**config.mk**
```make
export PLATFORM = sky130hd
export DESIGN_NAME = ahbbr_top
export DESIGN_NICKNAME = d
export VERILOG_FILES = /design/src/rtl/ahbbr_pkg.sv /design/src/rtl/ahbbr_fifo.sv /design/src/rtl/ahbbr_seq.sv /design/src/rtl/ahbbr_top.sv
export SDC_FILE = /design/constraint.sdc
export NUM_CORES = 1
export LEC_CHECK = 0
export BUFFER_PORTS_ARGS = -buffer_cell sky130_fd_sc_hd__buf_4
export CORE_MARGIN = 8
export CORE_UTILIZATION = 60
export DETAILED_ROUTE_END_ITERATION = 16
export HOLD_SLACK_MARGIN = 0.12
export PLACE_DENSITY_LB_ADDON = 0.1
export SLEW_MARGIN = 20
export SYNTH_ARGS = -nofsm -noshare
export SYNTH_HDL_FRONTEND = slang
export SYNTH_HIERARCHICAL = 1
export SYNTH_SLANG_ARGS = --single-unit
export TNS_END_PERCENT = 1
```
**constraint.sdc**
```tcl
create_clock -name clk -period 14.4 [get_ports clk]
set_input_delay 2.16 -clock clk [delete_from_list [all_inputs] [get_ports clk]]
set_output_delay 2.16 -clock clk [all_outputs]
set_load 0.02 [all_outputs]
```
**src/rtl/ahbbr_pkg.sv**
```systemverilog
package ahbbr_pkg;
  typedef enum logic [1:0] {SQ_IDLE, SQ_HOLD, SQ_ADDR, SQ_DATA} sq_state_e;

  localparam logic [1:0] HT_IDLE   = 2'b00;
  localparam logic [1:0] HT_NONSEQ = 2'b10;
  localparam logic [2:0] HS_WORD   = 3'b010;
  localparam logic [2:0] HB_SINGLE = 3'b000;

  localparam logic [4:0] OFS_DIN  = 5'h00;
  localparam logic [4:0] OFS_CTRL = 5'h04;
  localparam logic [4:0] OFS_ADDR = 5'h08;
  localparam logic [4:0] OFS_DOUT = 5'h0C;
  localparam logic [4:0] OFS_STAT = 5'h10;
endpackage

```
**src/rtl/ahbbr_fifo.sv**
```systemverilog
module ahbbr_fifo #(
  parameter int W     = 32,
  parameter int DEPTH = 8,
  localparam int PW   = $clog2(DEPTH),
  localparam int LW   = $clog2(DEPTH) + 1
) (
  input  logic          clk,
  input  logic          rst_n,
  input  logic          push,
  input  logic [W-1:0]  din,
  input  logic          pop,
  output logic [W-1:0]  head,
  output logic [LW-1:0] level
);
  logic [W-1:0]  mem [DEPTH];
  logic [PW-1:0] wr_ptr, rd_ptr;
  logic [LW-1:0] cnt;
  logic          do_push, do_pop;

  assign do_push = push && (cnt != LW'(DEPTH));
  assign do_pop  = pop && (cnt != '0);

  function automatic logic [PW-1:0] bump(input logic [PW-1:0] p);
    return (p == PW'(DEPTH - 1)) ? '0 : p + 1'b1;
  endfunction

  always_ff @(posedge clk) begin
    if (do_push) mem[wr_ptr] <= din;
  end

  always_ff @(posedge clk or negedge rst_n) begin
    if (!rst_n) begin
      wr_ptr <= '0;
      rd_ptr <= '0;
      cnt    <= '0;
    end else begin
      if (do_push) wr_ptr <= bump(wr_ptr);
      if (do_pop)  rd_ptr <= bump(rd_ptr);
      cnt <= cnt + LW'(do_push) - LW'(do_pop);
    end
  end

  assign head  = mem[rd_ptr];
  assign level = cnt;


  level_bound_chk: assert property (@(posedge clk) disable iff (!rst_n)
    cnt <= LW'(DEPTH));
endmodule

```
**src/rtl/ahbbr_seq.sv**
```systemverilog
module ahbbr_seq
  import ahbbr_pkg::*;
#(
  parameter int AW = 32,
  parameter int DW = 32,
  parameter int LW = 4
) (
  input  logic          clk,
  input  logic          rst_n,
  input  logic          start,
  input  logic [AW-1:0] start_addr,
  input  logic [LW-1:0] start_len,
  input  logic          start_wr,
  input  logic [LW-1:0] wr_level,
  input  logic [LW-1:0] rd_free,
  input  logic [DW-1:0] wr_head,
  input  logic          hready,
  input  logic          hresp,
  input  logic [DW-1:0] hrdata,
  output logic [AW-1:0] haddr,
  output logic [1:0]    htrans,
  output logic          hwrite,
  output logic [DW-1:0] hwdata,
  output logic          wf_pop,
  output logic          rf_push,
  output logic [DW-1:0] rf_data,
  output logic          busy,
  output logic          fin,
  output logic          fault
);
  sq_state_e     st;
  logic [AW-1:0] addr_q;
  logic [LW-1:0] left_q;
  logic          wr_q;
  logic          room, beat_ok;

  assign room    = wr_q ? (wr_level >= left_q) : (rd_free >= left_q);
  assign beat_ok = (st == SQ_DATA) && hready && !hresp;
  assign fault   = (st == SQ_DATA) && hready && hresp;
  assign fin     = beat_ok && (left_q == LW'(1));
  assign wf_pop  = beat_ok && wr_q;
  assign rf_push = beat_ok && !wr_q;
  assign rf_data = hrdata;
  assign busy    = (st != SQ_IDLE);
  assign haddr   = addr_q;
  assign htrans  = (st == SQ_ADDR) ? HT_NONSEQ : HT_IDLE;
  assign hwrite  = wr_q;
  assign hwdata  = wr_head;

  always_ff @(posedge clk or negedge rst_n) begin
    if (!rst_n) begin
      st     <= SQ_IDLE;
      addr_q <= '0;
      left_q <= '0;
      wr_q   <= 1'b0;
    end else begin
      unique case (st)
        SQ_IDLE: if (start) begin
          addr_q <= start_addr;
          left_q <= start_len;
          wr_q   <= start_wr;
          st     <= SQ_HOLD;
        end
        SQ_HOLD: if (room) st <= SQ_ADDR;
        SQ_ADDR: if (hready) st <= SQ_DATA;
        SQ_DATA: if (fault || fin) begin
          st <= SQ_IDLE;
        end else if (beat_ok) begin
          left_q <= left_q - 1'b1;
          addr_q <= addr_q + AW'(4);
          st     <= SQ_ADDR;
        end
        default: st <= SQ_IDLE;
      endcase
    end
  end


  addr_hold_chk: assert property (@(posedge clk) disable iff (!rst_n)
    (htrans == HT_NONSEQ && !hready) |=>
      (htrans == HT_NONSEQ && $stable(haddr) && $stable(hwrite)));


  addr_step_chk: assert property (@(posedge clk) disable iff (!rst_n)
    (beat_ok && !fin) |=> (haddr == $past(haddr) + AW'(4)));


  wr_stall_chk: assert property (@(posedge clk) disable iff (!rst_n)
    (htrans == HT_NONSEQ && hwrite) |-> (wr_level != '0));


  fault_ends_chk: assert property (@(posedge clk) disable iff (!rst_n)
    fault |=> !busy);
endmodule

```
**src/rtl/ahbbr_top.sv**
```systemverilog
module ahbbr_top
  import ahbbr_pkg::*;
#(
  parameter int AW    = 32,
  parameter int DW    = 32,
  parameter int DEPTH = 8,
  localparam int LW   = $clog2(DEPTH) + 1
) (
  input  logic          clk,
  input  logic          rst_n,
  input  logic [4:0]    hst_addr,
  input  logic          hst_wen,
  input  logic [DW-1:0] hst_wdata,
  input  logic          hst_ren,
  output logic [DW-1:0] hst_rdata,
  output logic [AW-1:0] haddr,
  output logic [1:0]    htrans,
  output logic [2:0]    hsize,
  output logic [2:0]    hburst,
  output logic          hwrite,
  output logic [DW-1:0] hwdata,
  input  logic [DW-1:0] hrdata,
  input  logic          hready,
  input  logic          hresp
);
  logic [LW-1:0] len_q, len_eff, wlvl, rlvl, rfree;
  logic          dir_q, done_q, err_q;
  logic [DW-1:0] wf_head, rf_head, rf_data, stat, ctrl_rd;
  logic          wf_push, wf_pop, rf_push, rf_pop;
  logic          busy, fin, fault, launch, seq_start;

  assign len_eff   = (len_q > LW'(DEPTH)) ? LW'(DEPTH) : len_q;
  assign rfree     = LW'(DEPTH) - rlvl;
  assign wf_push   = hst_wen && (hst_addr == OFS_DIN);
  assign rf_pop    = hst_ren && (hst_addr == OFS_DOUT);
  assign launch    = hst_wen && (hst_addr == OFS_ADDR) && !busy;
  assign seq_start = launch && (len_eff != '0);
  assign hsize     = HS_WORD;
  assign hburst    = HB_SINGLE;

  ahbbr_fifo #(.W(DW), .DEPTH(DEPTH)) i_wfifo (
    .clk, .rst_n, .push(wf_push), .din(hst_wdata), .pop(wf_pop),
    .head(wf_head), .level(wlvl));

  ahbbr_fifo #(.W(DW), .DEPTH(DEPTH)) i_rfifo (
    .clk, .rst_n, .push(rf_push), .din(rf_data), .pop(rf_pop),
    .head(rf_head), .level(rlvl));

  ahbbr_seq #(.AW(AW), .DW(DW), .LW(LW)) i_seq (
    .clk, .rst_n, .start(seq_start), .start_addr(hst_wdata[AW-1:0]),
    .start_len(len_eff), .start_wr(dir_q), .wr_level(wlvl), .rd_free(rfree),
    .wr_head(wf_head), .hready, .hresp, .hrdata, .haddr, .htrans, .hwrite,
    .hwdata, .wf_pop, .rf_push, .rf_data, .busy, .fin, .fault);

  always_comb begin
    stat = '0;
    stat[0] = busy;
    stat[1] = done_q;
    stat[2] = err_q;
    stat[8 +: LW]  = wlvl;
    stat[16 +: LW] = rlvl;
    ctrl_rd = '0;
    ctrl_rd[LW-1:0] = len_q;
    ctrl_rd[8] = dir_q;
  end

  always_ff @(posedge clk or negedge rst_n) begin
    if (!rst_n) begin
      len_q     <= '0;
      dir_q     <= 1'b0;
      done_q    <= 1'b0;
      err_q     <= 1'b0;
      hst_rdata <= '0;
    end else begin
      if (hst_wen && hst_addr == OFS_CTRL) begin
        len_q <= hst_wdata[LW-1:0];
        dir_q <= hst_wdata[8];
      end
      if (launch)   done_q <= (len_eff == '0);
      else if (fin) done_q <= 1'b1;
      if (fault) err_q <= 1'b1;
      else if (hst_wen && hst_addr == OFS_STAT && hst_wdata[2]) err_q <= 1'b0;
      if (hst_ren) begin
        unique case (hst_addr)
          OFS_CTRL: hst_rdata <= ctrl_rd;
          OFS_DOUT: hst_rdata <= (rlvl != '0) ? rf_head : '0;
          OFS_STAT: hst_rdata <= stat;
          default:  hst_rdata <= '0;
        endcase
      end
    end
  end


  zero_len_chk: assert property (@(posedge clk) disable iff (!rst_n)
    (launch && len_eff == '0) |=> (done_q && !busy));


  busy_ignore_chk: assert property (@(posedge clk) disable iff (!rst_n)
    (hst_wen && hst_addr == OFS_ADDR && busy && !fin && !fault) |=> busy);
endmodule

```
== Word-level counts from Yosys, hierarchy flattened ==
Memory sizes are Yosys's and may differ from the RTL's.
Index checks and enable logic that the tools add are counted.
Word-level totals
  register bits after elaboration: 98
  memory bits (writable): 512
  input port bits: 75
  logic and storage cells: 117
  memories kept: 2
Memory list
  i_rfifo.mem: words 8, bits a word 32, read ports 1, clocked after Yosys merged registers in 0, wr ports 1, RTL line ahbbr_fifo.sv:15  | logic [W-1:0] mem [DEPTH];
  i_wfifo.mem: words 8, bits a word 32, read ports 1, clocked after Yosys merged registers in 0, wr ports 1, RTL line ahbbr_fifo.sv:15
Cells by class
  $add $sub $neg: 11
  order comparisons: 3
  equality and inequality tests: 20
  muxes and demuxes: 31
  reductions and logical operators: 35
Operators with widths (count)
  32-bit two-way mux: 4
  32-bit one-hot mux with 3 select lines: 1
  32-bit one-hot mux with 2 select lines: 1
  32-bit by 3-bit adder with 32-bit output, second input constant: 1
  1-bit logical AND: 18
  4-bit two-way mux: 4
  3-bit by 1-bit adder with 3-bit output, second input constant: 4
  3-bit == test, second input constant: 4
  2-bit two-way mux: 6
  3-bit two-way mux: 4
  4-bit nonzero test: 3
  5-bit by 4-bit == test with 1-bit output, second input constant: 2
  1-bit two-way mux: 9
  4-bit by 1-bit adder with 4-bit output: 2
  4-bit greater-or-equal comparator: 2
  4-bit != test, second input constant: 2
  2-bit one-hot mux with 4 select lines: 1
  4-bit one-hot mux with 2 select lines: 1
  4-bit AND reduction: 2
  2-bit nonzero test: 4
  4-bit by 1-bit subtractor with 4-bit output: 2
  2-bit by 1-bit != test with 1-bit output, second input constant: 3
  5-bit by 3-bit == test with 1-bit output, second input constant: 1
  5-bit == test, second input constant: 1
  other kinds (14): 18

== Depth between registers and ports, before layout ==
  depth in word-level cells: 7
  depth in mapped cells: 11
  mapped depth without buffers: 11

== Modules after synthesis ==
The synthesis kept the hierarchy.
By module, submodules not included
  ahbbr_fifo at i_rfifo: instances 1, cells each 426, area an instance 10257.3 um^2, seq. area each 7937.6 um^2
  ahbbr_fifo at i_wfifo: instances 1, cells each 427, area an instance 10243.6 um^2, seq. area each 7937.6 um^2
  ahbbr_seq: instances 1, cells each 376, area an instance 3210.6 um^2, seq. area each 975.9 um^2
  ahbbr_top: instances 1, cells each 161, area an instance 1825.5 um^2, seq. area each 975.9 um^2

== Worst setup path before layout ==
OpenSTA, ideal clock, no wires.
  kind: input -> register
  start: in hst_addr[1]
  end: mem i_wfifo.mem[0][0] (enable)
  setup time: 0.501 ns
  arrival time: 5.924 ns
  data required time: 13.899 ns
  slack: 7.975 ns
  stages: 5
  cells stage by stage: nor4_1 > nand2_1 > nor2_1 > o31ai_2 > nor4_1
On the way
  word-level cells in the longest chain between the ends: 5
RTL lines
  start: declaration: RTL line ahbbr_top.sv:11  | input logic [4:0] hst_addr,
  5-bit logical NOT: RTL line ahbbr_top.sv:34  | assign wf_push = hst_wen && (hst_addr == OFS_DIN);
  1-bit logical AND: RTL line ahbbr_top.sv:34
  named net wf_push: RTL line ahbbr_top.sv:29  | logic wf_push, wf_pop, rf_push, rf_pop;
  1-bit logical AND: RTL line ahbbr_fifo.sv:20  | assign do_push = push && (cnt != LW'(DEPTH));
  1-bit two-way mux: RTL line ahbbr_fifo.sv:28  | if (do_push) mem[wr_ptr] <= din;
  1-bit two-way mux (implied by the code): RTL line ahbbr_fifo.sv:28
  end: declaration: RTL line ahbbr_fifo.sv:15
The timed path passes the listed nets, and every way through them passes these cells.

== Worst setup path after layout ==
  start: reg i_wfifo.rd_ptr[0]
  end: out hwdata[27]
On the way
  word-level cells in the longest chain between the ends: 1
RTL lines
  start: declaration: RTL line ahbbr_fifo.sv:16  | logic [PW-1:0] wr_ptr, rd_ptr;
  start signal: assignment: RTL line ahbbr_fifo.sv:38  | if (do_pop) rd_ptr <= bump(rd_ptr);
  memory 8 x 32 bit
  end: declaration: RTL line ahbbr_top.sv:21  | output logic [DW-1:0] hwdata,
Every way passes these cells.

==> key figures <==
GRT
  – GR Overflow Total: 0
  – GRT Util Overall: 21.60%
  – First-pass GRT wire length: 82460 um
  – Initial antenna violation count: 3
  – Vias in the first global route: 13810
  – Pin count of the biggest net entering global routing: 71

Logic synthesis
  – Gate Count Post-Synth: 1390
  – Cell Area, Synth: 25540 um2
  – Share of the synthesized area in the top cell type: 60.21%
  – Post-synth cell types: 83
  – Synth Register Bits: 610
  – Asr flop ratio synth: 16.07%
  – Mean post-synth cell area: 18.37 um2
  – Post-synth EDFFs: 512
  – Post-synth top cells: edfxtp_1 (512), mux4_2 (115), dfrtp_1 (98), mux2_2 (84), buf_4 (72)
  – Ranking of synthesized cells by area: edfxtp_1 (60%), mux4_2 (10%), dfrtp_1 (9.6%)
  – Register area share after synthesis: 69.81%
  – Most frequent cell after synthesis: edfxtp_1
  – Largest area contributor in the netlist: edfxtp_1
  – Synthesis Warnings: 6
  – Primary FF master, synth: edfxtp_1

Clocking
  – CTS Buf Count: 60
  – Clock Latency Late Sink: 0.61 ns
  – Hold_buf cts: 0
  – H-tree depth: 2
  – Worst-path clk slew: 0.06 ns
  – Post-cts sizing count: 0
  – Post-CTS Setup Inserts: 0
  – Root buffer cell: clkbuf_16
  – CTS tree: done
  – CTS Sinks: 610
  – Max clock buf depth: 3

Worst setup path
  – R2R cell count: 5
  – Most frequent CP cell: buf_4
  – CP required: 12.24 ns
  – CP Launch Type: flip-flop
  – Reg2reg end: hst_rdata[0]$_DFFE_PN0P_
  – CP max-delay cell: dfrtp_4
  – FF-to-FF setup slack: 11.43 ns
  – Worst-path fanout max: 40
  – Slowest stage delay, CP: 0.78 ns
  – RR Startpoint: i_rfifo/rd_ptr[0]$_DFFE_PN0P_
  – Crit path arrival time: 3.19 ns
  – Crit end category: output pin
  – Last element of the critical path: hwdata[27]
  – CP cell instances: buf_4 -> mux4_1 -> mux2_2 -> buf_4
  – Worst Setup SP: i_wfifo/rd_ptr[0]$_DFFE_PN0P_
  – Crit path kind: flip-flop to output pin

Routing
  – Iter 0 DRT Violations: 1020
  – M1 wire length: 21480 um
  – ANT nets after route: 0
  – Drc violations: 0
  – WL met3: 3059 um
  – Pre-antenna DRT Iters: 5
  – Top Layer Used: met5
  – Vias: 12990
  – Routed WL: 53270 um
  – DR WL met2: 27420 um
  – Vias per cell: 6.151
  – DR WL/cell: 25.24 um

Die
  – Row count: 75
  – Num ports: 180
  – Die Span Y: 222.3 um
  – Starting Density: 60.88%
  – Chip Width: 222.3 um
  – Die ar.: 49420 um2
  – Core area: 41950 um2

Place
  – Pre-CTS setup slack: 9.555 ns
  – Post-DP Area: 26910 um2
  – Dpl hpwl: 32540 um
  – Placed cells: 1995
  – PortBufs: 172
  – RD Place Congestion: 0.8375

Flow run
  – Maximum capacitance violations: 0

Timing
  – Setup violators final: 0
  – Fin crit share: 37.14%
  – Fmax: 187.0 MHz
  – Unrepaired setup endpoints after global routing: no
  – Hold Vio Cnt, Final: 0
  – Final Hold Slack: 0.4908 ns
  – Final min period: 5.348 ns
  – Least-Margin Pin Slew: 1.126 ns
  – Relative slew slack: 23.77%
  – Worst Skew: 0.01827 ns
  – Setup TNS Final: 0 ns
  – Slack of the critical path: 9.052 ns
  – Fin. max-slew vios: 0

Power and ir drop
  – Reg power frac: 47.5%
  – P_int: 3.328 mW
  – Peak supply drop: 138.4 uV
  – PwrDens: 156.3 nW/um2
  – Total power draw: 4.541 mW
  – Switching portion of total power: 26.70%
  – Leakage: 10.11 nW
  – Psw: 1.212 mW
  – Logic pwr share: 17.4%
  – Clock power frac: 35.1%

Cells and area
  – Nets: 1630
  – Area grow syn2layout: 13.73%
  – Share of layout cells above drive strength 1: 34.27%
  – Non-Filler Instances: 2111
  – Fin area: 29040 um2
  – Fin util: 69.24%

Status
  – Status: complete, no violations

Worst hold path
  – Hold WC Path Type: flip-flop to flip-flop
  – Hold path cells: 1
## layer usage
metal | vias up | global-route usage (%)
met3 | 96 | 3.938
li1 | 5760 | -
met2 | 371 | 37.41
met1 | 6756 | 27.51
met4 | 2 | 6.992
met5 | - | 0
## critical path: cells and delay by family (launching register included)
family / cells / cell delay [ns]
multiplexers: 2 / 0.93
buffers and inverters: 2 / 0.86
flip-flops: 1 / 0.78
## flip-flops by register name (all words and copies together) (netlist names)
signal / count
i_rfifo/mem: 256
i_wfifo/mem: 256
hst_rdata: 32
i_seq/haddr: 32
i_rfifo/level: 4
i_seq/left_q: 4
i_wfifo/level: 4
len_q: 4
i_rfifo/rd_ptr: 3
i_rfifo/wr_ptr: 3
i_wfifo/rd_ptr: 3
i_wfifo/wr_ptr: 3
i_seq/st: 2
dir_q: 1
done_q: 1
err_q: 1
i_seq/hwrite: 1
## cells by family after synthesis
kind of cell	synth area share, %
multiplexers	15.26
buffers and inverters	4.072
AND/OR/NAND/NOR	4.258
other	0.04409
flip-flops	69.81
adder cells (fa/ha/maj)	1.725
AO/OA/AOI/OAI	4.591
XOR/XNOR	0.2401
## power by group through the flow
| stage | sequential (mW) | clock (mW) | combinational, mW |
|---|---|---|---|
| floorplan | 2.18 | 0 | 0.538 |
| CTS | 2.15 | 1.63 | 0.794 |
| finish | 2.16 | 1.60 | 0.788 |
| global route | 2.17 | 1.69 | 0.863 |
| global placement | 2.18 | 0 | 0.771 |
| detailed placement | 2.19 | 0 | 0.790 |
## area by class of cell
| class | count | area [um2] |
|---|---|---|
| sequential | 610 | 17840 |
| fill | 2701 | 12900 |
| multi-input combinational | 617 | 6808 |
| clock buffer | 82 | 1655 |
| timing repair buffer | 201 | 1573 |
| tap | 539 | 674.4 |
| clock inverter | 29 | 375.4 |
| inverter | 31 | 116.4 |
| antenna | 2 | 5.005 |
## cells in the final DEF (no fill, tap or decap), types with 14 or more instances in the layout
| cell type | n |
|---|---|
| and3_1 | 14 |
| nand2_1 | 47 |
| ha_1 | 32 |
| o21ai_0 | 15 |
| mux2_2 | 84 |
| edfxtp_1 | 512 |
| inv_1 | 31 |
| buf_4 | 197 |
| dfrtp_1 | 94 |
| nor2_1 | 28 |
| clkbuf_1 | 16 |
| a21oi_1 | 37 |
| o2bb2ai_1 | 24 |
| mux4_2 | 115 |
| nand3_1 | 21 |
| clkbuf_16 | 61 |
## how the worst min path moves through the flow
stage / end / from / slack [ns]
CTS: hst_rdata[20]$_DFFE_PN0P_ / hst_rdata[20]$_DFFE_PN0P_ / 0.49
finish: hst_rdata[20]$_DFFE_PN0P_ / hst_rdata[20]$_DFFE_PN0P_ / 0.49
global placement: err_q$_DFFE_PN0P_ / err_q$_DFFE_PN0P_ / 0.47
global route: hst_rdata[20]$_DFFE_PN0P_ / hst_rdata[20]$_DFFE_PN0P_ / 0.50
detailed placement: hst_rdata[30]$_DFFE_PN0P_ / hst_rdata[30]$_DFFE_PN0P_ / 0.47
floorplan: err_q$_DFFE_PN0P_ / err_q$_DFFE_PN0P_ / 0.45
Note: power is estimated with default switching activity, not from simulation.
